### src/rtl/sd_tmg_pkg.sv
package sd_tmg_pkg;

    typedef enum logic {
        ST_IDLE = 1'b0,
        ST_RUN  = 1'b1
    } run_e;

    // Fixed cycle offsets added to the scaled filter word
    localparam int unsigned SETTLE_OFS_PLAIN = 507;
    localparam int unsigned SETTLE_OFS_CHOP  = 523;
    localparam int unsigned PERIOD_OFS_CHOP  = 16;
    localparam int unsigned PERIOD_OFS_ZLAT  = 32;

endpackage

### src/rtl/sd_dur_calc.sv
module sd_dur_calc #(
    parameter int FS_W  = 10,
    parameter int CNT_W = FS_W + 14
) (
    input  logic [FS_W-1:0]  fs,
    input  logic             third,
    input  logic             chop,
    input  logic             zlat,
    output logic [CNT_W-1:0] settle,
    output logic [CNT_W-1:0] period
);
    import sd_tmg_pkg::*;

    logic [CNT_W-1:0] fs_x;
    logic [CNT_W-1:0] m1k, m3k, m4k, m6k, m8k;

    // Multiples of FS built from shifts and adds
    always_comb begin
        fs_x = {{(CNT_W-FS_W){1'b0}}, fs};
        m1k  = fs_x << 10;
        m4k  = fs_x << 12;
        m8k  = fs_x << 13;
        m3k  = (fs_x << 11) + (fs_x << 10);
        m6k  = (fs_x << 12) + (fs_x << 11);
    end

    always_comb begin
        if (chop) begin
            settle = (third ? m6k : m8k) + CNT_W'(SETTLE_OFS_CHOP);
        end else begin
            settle = (third ? m3k : m4k) + CNT_W'(SETTLE_OFS_PLAIN);
        end
    end

    always_comb begin
        case ({zlat, chop})
            2'b00:   period = m1k;
            2'b01:   period = (third ? m3k : m4k) + CNT_W'(PERIOD_OFS_CHOP);
            2'b10:   period = third ? m3k : m4k;
            default: period = (third ? m6k : m8k) + CNT_W'(PERIOD_OFS_ZLAT);
        endcase
    end

endmodule

### src/rtl/sd_conv_fsm.sv
module sd_conv_fsm #(
    parameter int CNT_W = 24
) (
    input  logic             clk,
    input  logic             rst_n,
    input  logic             fs_zero,
    input  logic             one_shot,
    input  logic             start_req,
    input  logic             chan_switch,
    input  logic [CNT_W-1:0] settle,
    input  logic [CNT_W-1:0] period,
    output logic             busy,
    output logic             cfg_err,
    output logic             done,
    output logic             restart,
    output logic             near
);
    import sd_tmg_pkg::*;

    typedef struct packed {
        run_e             state;
        logic [CNT_W-1:0] cnt;
        logic             err;
    } fsm_t;

    fsm_t st_d, st_q;

    always_comb begin
        st_d     = st_q;
        st_d.err = fs_zero;
        done     = 1'b0;
        restart  = 1'b0;
        near     = 1'b0;
        case (st_q.state)
            ST_IDLE: begin
                if (!fs_zero && (!one_shot || start_req)) begin
                    st_d.state = ST_RUN;
                    st_d.cnt   = settle;
                    restart    = 1'b1;
                end
            end
            default: begin
                if (fs_zero) begin
                    st_d.state = ST_IDLE;
                    st_d.cnt   = '0;
                end else if (chan_switch) begin
                    st_d.cnt = settle;
                    restart  = 1'b1;
                end else if (st_q.cnt == CNT_W'(1)) begin
                    done = 1'b1;
                    if (one_shot) begin
                        st_d.state = ST_IDLE;
                        st_d.cnt   = '0;
                    end else begin
                        st_d.cnt = period;
                    end
                end else begin
                    near     = (st_q.cnt == CNT_W'(2));
                    st_d.cnt = st_q.cnt - CNT_W'(1);
                end
            end
        endcase
    end

    always_ff @(posedge clk) begin
        if (!rst_n) begin
            st_q.state <= ST_IDLE;
            st_q.cnt   <= '0;
            st_q.err   <= 1'b0;
        end else begin
            st_q <= st_d;
        end
    end

    assign busy    = (st_q.state == ST_RUN);
    assign cfg_err = st_q.err;

    assert_cnt_live_R2: assert property (@(posedge clk) disable iff (!rst_n)
        busy |-> (st_q.cnt != '0));

    assert_restart_R5: assert property (@(posedge clk) disable iff (!rst_n)
        (busy && chan_switch && !fs_zero) |=> (busy && st_q.cnt == $past(settle)));

    assert_one_result_R6: assert property (@(posedge clk) disable iff (!rst_n)
        (done && one_shot) |=> !busy);

    assert_ignore_switch_R7: assert property (@(posedge clk) disable iff (!rst_n)
        (!busy && one_shot && !start_req && chan_switch) |=> !busy);

    assert_bad_word_R8: assert property (@(posedge clk) disable iff (!rst_n)
        fs_zero |=> (!busy && cfg_err));

endmodule

### src/rtl/sd_rdy_ctrl.sv
module sd_rdy_ctrl (
    input  logic clk,
    input  logic rst_n,
    input  logic done,
    input  logic restart,
    input  logic near,
    input  logic read_ack,
    output logic rdy_n
);

    typedef struct packed {
        logic rdy_n;
    } rdy_t;

    rdy_t r_d, r_q;

    always_comb begin
        r_d = r_q;
        if (read_ack || restart || near) begin
            r_d.rdy_n = 1'b1;
        end
        if (done) begin
            r_d.rdy_n = 1'b0;
        end
    end

    always_ff @(posedge clk) begin
        if (!rst_n) begin
            r_q.rdy_n <= 1'b1;
        end else begin
            r_q <= r_d;
        end
    end

    assign rdy_n = r_q.rdy_n;

    assert_result_low_R2: assert property (@(posedge clk) disable iff (!rst_n)
        done |=> !rdy_n);

    assert_ack_release_R9: assert property (@(posedge clk) disable iff (!rst_n)
        (read_ack && !done) |=> rdy_n);

    assert_restart_release_R5: assert property (@(posedge clk) disable iff (!rst_n)
        restart |=> rdy_n);

endmodule

### src/rtl/sd_conv_timer.sv
module sd_conv_timer #(
    parameter int FS_W = 10
) (
    input  logic            clk,
    input  logic            rst_n,
    input  logic [FS_W-1:0] fs_word,
    input  logic            third_order,
    input  logic            chop_on,
    input  logic            zero_lat,
    input  logic            one_shot,
    input  logic            start_req,
    input  logic            chan_switch,
    input  logic            read_ack,
    output logic            data_rdy_n,
    output logic            busy,
    output logic            power_down,
    output logic            cfg_err
);
    localparam int CNT_W = FS_W + 14;

    logic [CNT_W-1:0] settle_w, period_w;
    logic             done_w, restart_w, near_w, busy_w;

    sd_dur_calc #(
        .FS_W  (FS_W),
        .CNT_W (CNT_W)
    ) u_dur (
        .fs     (fs_word),
        .third  (third_order),
        .chop   (chop_on),
        .zlat   (zero_lat),
        .settle (settle_w),
        .period (period_w)
    );

    sd_conv_fsm #(
        .CNT_W (CNT_W)
    ) u_fsm (
        .clk         (clk),
        .rst_n       (rst_n),
        .fs_zero     (fs_word == '0),
        .one_shot    (one_shot),
        .start_req   (start_req),
        .chan_switch (chan_switch),
        .settle      (settle_w),
        .period      (period_w),
        .busy        (busy_w),
        .cfg_err     (cfg_err),
        .done        (done_w),
        .restart     (restart_w),
        .near        (near_w)
    );

    sd_rdy_ctrl u_rdy (
        .clk      (clk),
        .rst_n    (rst_n),
        .done     (done_w),
        .restart  (restart_w),
        .near     (near_w),
        .read_ack (read_ack),
        .rdy_n    (data_rdy_n)
    );

    assign busy       = busy_w;
    assign power_down = !busy_w;

    assert_pd_inverse_R6: assert property (@(posedge clk) disable iff (!rst_n)
        power_down != busy);

endmodule

### config.mk
export PLATFORM = sky130hd
export DESIGN_NAME = sd_conv_timer
export DESIGN_NICKNAME = d
export VERILOG_FILES = /design/src/rtl/sd_tmg_pkg.sv /design/src/rtl/sd_dur_calc.sv /design/src/rtl/sd_conv_fsm.sv /design/src/rtl/sd_rdy_ctrl.sv /design/src/rtl/sd_conv_timer.sv
export SDC_FILE = /design/constraint.sdc
export NUM_CORES = 1
export LEC_CHECK = 0
export CORE_MARGIN = 1
export CORE_UTILIZATION = 35
export DETAILED_ROUTE_END_ITERATION = 10
export HOLD_SLACK_MARGIN = 0.08
export PLACE_DENSITY_LB_ADDON = 0.12
export SETUP_SLACK_MARGIN = 0.15
export SLEW_MARGIN = 20
export SYNTH_ARGS = -nofsm -noshare
export SYNTH_HDL_FRONTEND = slang
export SYNTH_SLANG_ARGS = --single-unit
### constraint.sdc
create_clock -name clk -period 2.5 [get_ports clk]
set_input_delay 0.375 -clock clk [delete_from_list [all_inputs] [get_ports clk]]
set_output_delay 0.375 -clock clk [all_outputs]
set_load 0.01 [all_outputs]
After elaboration in Yosys (flattened, before gate mapping). Cells that the tools add are included.

Muxes and demuxes: 27. Reduce and logical (&&, ||, !) cells: 11. $add $sub $neg: 7. Order comparisons: 0. Bitwise logic cells: 0. Multipliers: 0. Div/mod/pow operators: 0. Equal/unequal tests: 4. Shift operators: 0.

Operators with widths (number): $mux 24 (5); $mux 25 (3); $pmux 24 s3 (1); $add 23x6->24 const B (1); $add 24x10->24 const B (1); $add 24x5->24 const B (1); $add 24x9->24 const B (1); $eq 24x1->1 const B (1); $eq 24x2->1 const B (1); $sub 24x1->24 const B (1); $add 22x21->23 (1); $mux 23 (1); $add 21x20->22 (1); $mux 1 (17); $logic_not 10->1 (1); $reduce_bool 2->1 (2); $logic_not 1->1 (3); $logic_or 1x1->1 (3); $eq 2x1->1 const B (1); $eq 2x2->1 const B (1); $logic_not 2->1 (1); $logic_and 1x1->1 (1).

Output and inout port bits: 4. Bits in read-only memories: 0. Input port bits: 19. Flip-flop bits (word level): 27. RAM bits: 0. Logic and storage cells: 53. Memories: 0. Bits in latches: 0.

Logic depth before layout (Yosys ltp). Gate-level depths: netlist of the first run.

Word-level depth: 9. Gate-level depth with buffers: 11. Mapped depth without buffers: 9.

By module. From an unflattened synthesis of the first run, not the netlist that was laid out.

Cell total of the unflattened synthesis: 426. Area, all modules: 3374.5 µm².

Modules (own cells, without submodules): sd_conv_fsm (sequential area each 520.5 µm², instances 1, cells an instance 251, area each 2048.2 µm²); sd_dur_calc (sequential area each 0.0 µm², instances 1, cells an instance 168, area each 1263.7 µm²); sd_conv_timer (sequential area each 0.0 µm², instances 1, cells an instance 4, area each 31.3 µm²); sd_rdy_ctrl (sequential area each 20.0 µm², instances 1, cells an instance 3, area each 31.3 µm²).

Worst setup path after synthesis of the first run. No wires, ideal clock.

Kind: input to register. Start: input port fs_word[0]. End: register u_fsm.st_q[20] (netlist bit). Path buffers: 0. Setup slack: -0.123 ns. Stages: 9. Data arrival time: 2.533 ns. Library setup time: 0.091 ns. Required time: 2.409 ns. Cells stage by stage: ha_1 -> fa_1 -> a211oi_1 -> o21ai_0 -> a31oi_1 -> xnor2_1 -> mux2i_1 -> or3_1 -> a311oi_1.

Cells in the longest elaborated chain, start to end: 9. Elaborated cells on any way between the ends: 20. Classes of those cells: 6 x add/sub; 10 x mux; 4 x reduce/logical.

RTL lines: start, declared (RTL line sd_conv_timer.sv:6) `input logic [FS_W-1:0] fs_word,`; $add 22x21->23 or $add 21x20->22 (tied branches) (RTL line sd_dur_calc.sv:24, sd_dur_calc.sv:23); $mux 23 or $mux 24 (tied branches); $add 23x6->24 or $add 24x5->24 (tied branches) (RTL line sd_dur_calc.sv:40, sd_dur_calc.sv:38); $pmux 24 s3 (RTL line sd_dur_calc.sv:36) `case ({zlat, chop})`; $mux 24 (RTL line sd_conv_fsm.sv:51) `if (one_shot) begin`; $mux 24 (RTL line sd_conv_fsm.sv:49) `end else if (st_q.cnt == CNT_W'(1)) begin`; $mux 24 (RTL line sd_conv_fsm.sv:46) `end else if (chan_switch) begin`; $mux 25 (RTL line sd_conv_fsm.sv:43) `if (fs_zero) begin`; $mux 25 (RTL line sd_conv_fsm.sv:34) `case (st_q.state)`; end signal, assigned (RTL line sd_conv_fsm.sv:71) `st_q <= st_d;`; end, declared (RTL line sd_conv_fsm.sv:26) `fsm_t st_d, st_q;`.

Parallel ways exist; a longest one is shown, timed or not. The select of a mux whose other input is x is not followed. A chain may end at the register's enable or synchronous reset.

Worst setup path in the final report of the first run. Ends and elaborated chain as after synthesis.

==> run_results.csv, run 1 <==
group,metric,value,unit
clock_network,clkLatencyLatePin,0.28,ns
critical_path,cp_top_family,"compound AO/OA/AOI/OAI gates",
synth,syn_inst,404,
critical_path,cp.required,2.69,ns
place,io_buffers,22,
detailed_routing,routed-wl-met2,4.71,mm
synth,synthFlopType,"dfxtp_1",
sta,relSlewSlack,0.612,
pwr,cellPowerDensity,369,nW/um^2
synth,synth.most_common_cell,"a21oi_1",
die,start_util,0.362,
critical_path,startpoint_type,"input port",
die,core_area,8220,um^2
critical_path,path_class,"input port to flip-flop",
detailed_routing,wire_per_inst,15.9,um
clock_network,numClockSinks,27,
die,dieArea,8860,um^2
place,gp_congestion,0.879,
detailed_routing,routed_wl,9.62,mm
die,placementRows,33,
flow_run,maxCapViolCount,0,
detailed_routing,drt-initial-drc-count,133,
synth,ys_seq_area_frac,0.182,
status,status,"completed",
pwr,power.leakage,1.70,nW
sta,min_period,2.34,ns
synth,yosysTopAreaCell,"dfxtp_1",
pwr,p_total,1.57,mW
clock_network,root_buffer,"clkbuf_8",
global_routing,grt.total_usage,0.217,
synth,synth_edf_count,0,
critical_path,cp-startpoint,"fs_word[0]",
critical_path,worstPathBufferInverterCount,2,
cells_and_area,syn_to_final_growth,43.3,%
place,dp_hpwl,7.06,mm
clock_network,clockBufferDepth,2,
clock_network,cts_buffers,3,
synth,netlist.area_leader.share,0.182,
global_routing,grt_overflow_total,0,
detailed_routing,vias,3432,
synth,synth_area,2970,um^2
synth,synth_warnings,0,
sta,max_clock_freq,0.428,GHz
sta,finalCritPeriodShare,0.936,
critical_path,cp-end-kind,"flip-flop",
synth,ys_types,69,
detailed_routing,met3WireLength,338,um
cells_and_area,post-route-util,0.518,
detailed_routing,vias_per_cell,5.68,
min_path,hold_class,"flip-flop to flip-flop",
critical_path,cp_slowest_stage_delay,0.39,ns
die,io_pins,23,
critical_path,worstPathCellList,"buf_6, ha_4, fa_2, a211oi_4, buf_6, o21ai_4, a31oi_4, xnor2_1, mux2i_1, or3_1, a311oi_2",
synth,syn_nets,442,
detailed_routing,dr.max_layer_used,"met4",
detailed_routing,wl_met1,4.50,mm
synth,synth_area_leaders,"dfxtp_1 (18%), ha_1 (7.6%), a21oi_1 (6.6%)",
detailed_routing,ant_nets,0,
cells_and_area,drive_gt1_frac,0.321,
global_routing,grt_pass1_wl,15.2,mm
cells_and_area,n_antenna_cell,0,
sta,fin_skew,0.00252,ns
clock_network,cts_hold_buf,0,
synth,yosys_register_bits,27,
critical_path,path_max_fanout,3,
sta,slew_violations,0,
die,die_width,94.1,um
pwr,ir_drop,0.000232,V
synth,async_reset_ff_frac,0,
min_path,min_from,"u_fsm.st_q[10]$_SDFFE_PN0P_",
sta,worst_slew_pin_slew,0.582,ns
synth,synth_common_cells,"a21oi_1 (39), nor2_1 (36), o21ai_0 (30)",
sta,hold_violations,0,
global_routing,grt_pass1_vias,3116,
detailed_routing,drc,0,
clock_network,cts.clk_slew.worst_paths,0.10,ns
global_routing,grt_max_degree,32,
synth,avgSynthCellArea,7.35,um^2
sta,setup_viol,0,
critical_path,slowest_stage,"fa_2",
critical_path,critical_path.most_common_cell,"buf_6",
clock_network,cts_tree,"done",
clock_network,cts-htree-levels,1,
sta,rsz0062_at_grt,"true",
detailed_routing,first_pass_iters,4,
critical_path,regToRegStartpoint,"u_fsm.st_q[1]$_SDFFE_PN0P_",
global_routing,antenna_found_initial,0,
cells_and_area,layout.nets,538,
die,dieHeight,94.1,um
sta,whs,0.495,ns
cells_and_area,fill_cells,814,
critical_path,cp.arrival,2.53,ns
## registers in the layout, summed over array words and instances, names as in the netlist
| register | flops |
|---|---|
| u_fsm.st_q | 24 |
| u_fsm.busy | 1 |
| u_fsm.cfg_err | 1 |
| u_rdy.rdy_n | 1 |
## metal layers
layer / global-route usage / up-vias
met5: 0 / -
met4: 0.0282 / 0
met3: 0.0210 / 7
met2: 0.394 / 49
met1: 0.282 / 1652
li1: - / 1724
## path summary, 6_finish.rpt
kind / endpoint / slack (ns) / cells past startpoint
max: u_fsm.st_q[20]$_SDFFE_PN0P_ / 0.16 / 11
min: u_fsm.st_q[10]$_SDFFE_PN0P_ / 0.50 / 2
max reg2reg: u_fsm.st_q[20]$_SDFFE_PN0P_ / 0.24 / 7
min reg2reg: u_fsm.st_q[10]$_SDFFE_PN0P_ / 0.50 / 2
## logic make-up (layout without fill, tap and decap cells)
| group | Yosys count | count (layout) | synth area share |
|---|---|---|---|
| AOI/OAI and AO/OA | 147 | 147 | 0.330 |
| xor gates and xnor gates | 12 | 12 | 0.0354 |
| adders and majority gates | 20 | 20 | 0.0859 |
| buffers and inverters | 46 | 141 | 0.0741 |
| DFF | 27 | 27 | 0.182 |
| muxes | 7 | 7 | 0.0244 |
| and+or+nand+nor | 145 | 145 | 0.268 |
## final cells by class
cell class                      count  area (um^2)  area share
Inverter                           23         86.3      0.0203
Timing Repair Buffer              114          933       0.219
Clock buffer                        4         45.0      0.0106
Multi-Input combinational cell    331         2520       0.592
Sequential cell                    27          541       0.127
Tap cell                          105          131      0.0309
## tightest hold or removal path: stages, from the launching register on
cell	delay, ns
dfxtp_1	0.34
inv_1	0.06
a21oi_1	0.06
## layout by cell type, fill, tap and decap left out, types with 7 or more instances in the layout
master | Yosys | final
buf_4 | 0 | 88
inv_1 | 22 | 20
o211ai_1 | 10 | 10
nor3_1 | 17 | 14
ha_4 | 0 | 9
nand2_1 | 25 | 25
a21oi_1 | 39 | 35
nand3_1 | 13 | 12
dfxtp_1 | 27 | 27
ha_1 | 18 | 9
o21ai_0 | 30 | 25
nor2_1 | 36 | 34
a31oi_1 | 12 | 10
clkdlybuf4s50_1 | 0 | 16
nand4_1 | 7 | 7
## where the power goes
group	total [mW]	internal (mW)	switching (mW)
registers	0.510	0.466	0.0446
clock network	0.263	0.115	0.148
logic	0.795	0.394	0.401
## stage by stage
stage          area, um^2  setup TNS (ns)  setup WS (ns)  std cells
2_1_floorplan        2990               0          0.160        404
3_3_place_gp         3820           -7.60         -0.531        588
3_5_place_dp         3820           -8.21         -0.587        588
4_1_cts              4050               0          0.135        599
5_1_grt              4260               0         0.0720        604
6_report             4260               0          0.161        604
## repair_timing
action | 4_1_cts | 5_1_grt
pin swaps | 10 | 22
setup buffers | 7 | 5
resized for setup | 41 | 37
endpoints found under the setup margin | 23 | 9
No activity file was read; power rests on OpenSTA's default activity.
==> run 2: changes to the inputs <==
--- a/config.mk
+++ b/config.mk
@@ -9,7 +9,6 @@
 export CORE_UTILIZATION = 35
 export DETAILED_ROUTE_END_ITERATION = 10
 export HOLD_SLACK_MARGIN = 0.08
-export PLACE_DENSITY_LB_ADDON = 0.12
 export SETUP_SLACK_MARGIN = 0.15
 export SLEW_MARGIN = 20
 export SYNTH_ARGS = -nofsm -noshare
==> run 2 against run 1 <==
Clock skew is 0.0018 ns higher. Sequential share of layout area grew 0.55 points. Hold slack worse by 0.013 ns. Wire length shrank 2.3%. Count of clock-buffer cells in the layout decreased by 1. Combinational power down 5.5%. Register-to-register slack lost 0.02 ns. Cell area is 4.2% lower. Critical endpoint unchanged. Largest power group unchanged.
==> run_results.csv, run 2 (same netlist as run 1, synthesis figures left out) <==
group,metric,value,unit
place,dp_hpwl,7.01,mm
clock_network,clockBufferDepth,2,
sta,rsz0062_at_grt,"true",
sta,worst_slew_pin_slew,0.499,ns
global_routing,grt_overflow_total,0,
clock_network,cts_tree,"done",
clock_network,cts.clk_slew.worst_paths,0.10,ns
global_routing,grt_pass1_wl,15.8,mm
pwr,net-switching-power,582,uW
flow_run,maxCapViolCount,0,
detailed_routing,drc,0,
pwr,ir_drop,0.000184,V
status,status,"completed",
sta,min_period,2.32,ns
detailed_routing,first_pass_iters,5,
cells_and_area,n_antenna_cell,0,
critical_path,cp.required,2.69,ns
critical_path,cp.arrival,2.52,ns
critical_path,cp-end-kind,"flip-flop",
cells_and_area,regMostFlops,"u_fsm.st_q",
die,io_pins,23,
detailed_routing,drt-initial-drc-count,197,
pwr,switching_share,0.382,
detailed_routing,vias_per_cell,5.81,
min_path,hold_class,"flip-flop to flip-flop",
sta,fin_skew,0.00435,ns
cells_and_area,layout_commonest_cell,"buf_4",
cells_and_area,multi_input_area,2420,um^2
global_routing,grt.total_usage,0.221,
pwr,comb_power_share,0.493,
global_routing,grt_max_degree,32,
pwr,pwr-share-clk,0.173,
global_routing,antenna_found_initial,0,
die,placementRows,33,
cells_and_area,regArea,541,um^2
critical_path,path_class,"input port to flip-flop",
detailed_routing,vias,3453,
cells_and_area,syn_to_final_growth,37.3,%
place,postPlaceCellArea,3750,um^2
place,dp_cells,580,
sta,relSlewSlack,0.666,
die,dieArea,8860,um^2
sta,hold_violations,0,
clock_network,numClockSinks,27,
die,start_util,0.362,
clock_network,cts_buffers,3,
detailed_routing,wire_per_inst,15.8,um
pwr,seqPwrFrac,0.335,
pwr,p_int,941,uW
die,core_area,8220,um^2
pwr,cellPowerDensity,374,nW/um^2
sta,finalCritPeriodShare,0.930,
critical_path,path_max_fanout,3,
detailed_routing,ant_nets,0,
cells_and_area,stdcell_area,4080,um^2
cells_and_area,drive_gt1_frac,0.294,
global_routing,grt_pass1_vias,3352,
clock_network,root_buffer,"clkbuf_8",
place,io_buffers,22,
cells_and_area,largest_reg_flops,24,
critical_path,startpoint_type,"input port",
detailed_routing,routed_wl,9.40,mm
clock_network,clkLatencyLatePin,0.28,ns
place,gp_congestion,0.828,
sta,max_clock_freq,0.430,GHz
cells_and_area,fin_cells,594,
cells_and_area,fill_cells,812,
pwr,power.leakage,1.66,nW
cells_and_area,layout.nets,528,
die,dieHeight,94.1,um
cells_and_area,final_cell_mix,"buf_4 (80), a21oi_1 (38), nor2_1 (33), o21ai_0 (27), dfxtp_1 (27)",
clock_network,cts-htree-levels,1,
die,die_width,94.1,um
sta,slew_violations,0,
sta,setup_viol,0,
run 2: cell types whose count changed in the layout (fill, tap and decap cells not counted), moves of 3 or more:
| cell | previous run | this run |
|---|---|---|
| a21oi_2 | 5 | 2 |
| ha_4 | 9 | 6 |
| o21ai_1 | 4 | 1 |
| a21oi_1 | 35 | 38 |
| buf_4 | 88 | 80 |
run 2: final timing paths:
check,slack (ns),cells past startpoint,endpoint,startpoint
worst min register to register,0.48,2,u_fsm.st_q[10]$_SDFFE_PN0P_,u_fsm.st_q[10]$_SDFFE_PN0P_
worst min-delay path,0.48,2,u_fsm.st_q[10]$_SDFFE_PN0P_,u_fsm.st_q[10]$_SDFFE_PN0P_
worst max register to register,0.22,7,u_fsm.st_q[20]$_SDFFE_PN0P_,u_fsm.st_q[1]$_SDFFE_PN0P_
worst max-delay path,0.18,11,u_fsm.st_q[20]$_SDFFE_PN0P_,fs_word[0]
run 2: metrics by stage:
stage                      util  setup TNS (ns)  total power [mW]  hold WS, ns  setup slack, ns
after floorplan               -               0             0.935        0.444            0.160
after global placement    0.456           -5.51              1.17        0.454           -0.492
after detailed placement  0.456           -6.03              1.19        0.467           -0.499
after CTS                 0.477               0              1.48        0.483            0.163
after global routing      0.496               0              1.62        0.524           0.0895
final                     0.496               0              1.52        0.482            0.175
run 2: layout make-up:
cell class                 count  share of cell area
multi-input combinational    331               0.594
timing repair buffer         104               0.208
sequential                    27               0.133
tap                          105              0.0322
inverter                      23              0.0212
clock buffer                   3              0.0101
clock inverter                 1             0.00123
run 2: power groups by stage:
stage                     Sequential (mW)  Combinational [mW]  Clock [mW]
after global placement              0.514               0.658           0
after floorplan                     0.507               0.429           0
after detailed placement            0.516               0.670           0
after CTS                           0.506               0.707       0.267
final                               0.510               0.751       0.263
after global routing                0.516               0.823       0.281
run 2: per-layer routing:
metal | global-route usage | share of wire
met5 | 0 | 0
met3 | 0.0146 | 0.037
met1 | 0.284 | 0.46
met4 | 0.0590 | 0.017
met2 | 0.395 | 0.49
run 2: timing repair:
| item | 4_1_cts | 5_1_grt |
|---|---|---|
| resized for setup | 33 | 33 |
| setup buffers | 5 | 5 |
| setup endpoints to repair | 21 | 20 |
| pin swaps | 15 | 26 |
| gates cloned | 0 | 0 |
| hold buffers | 0 | 0 |
run 2: worst max-delay path, stage by stage:
cell and delay [ns]:
buf_6 0.10, ha_4 0.16, fa_2 0.39, a211oi_4 0.31
o21ai_2 0.09, a31oi_2 0.22, xnor2_1 0.14, mux2i_1 0.12
buf_4 0.15, o2111a_1 0.23, a311oi_1 0.24
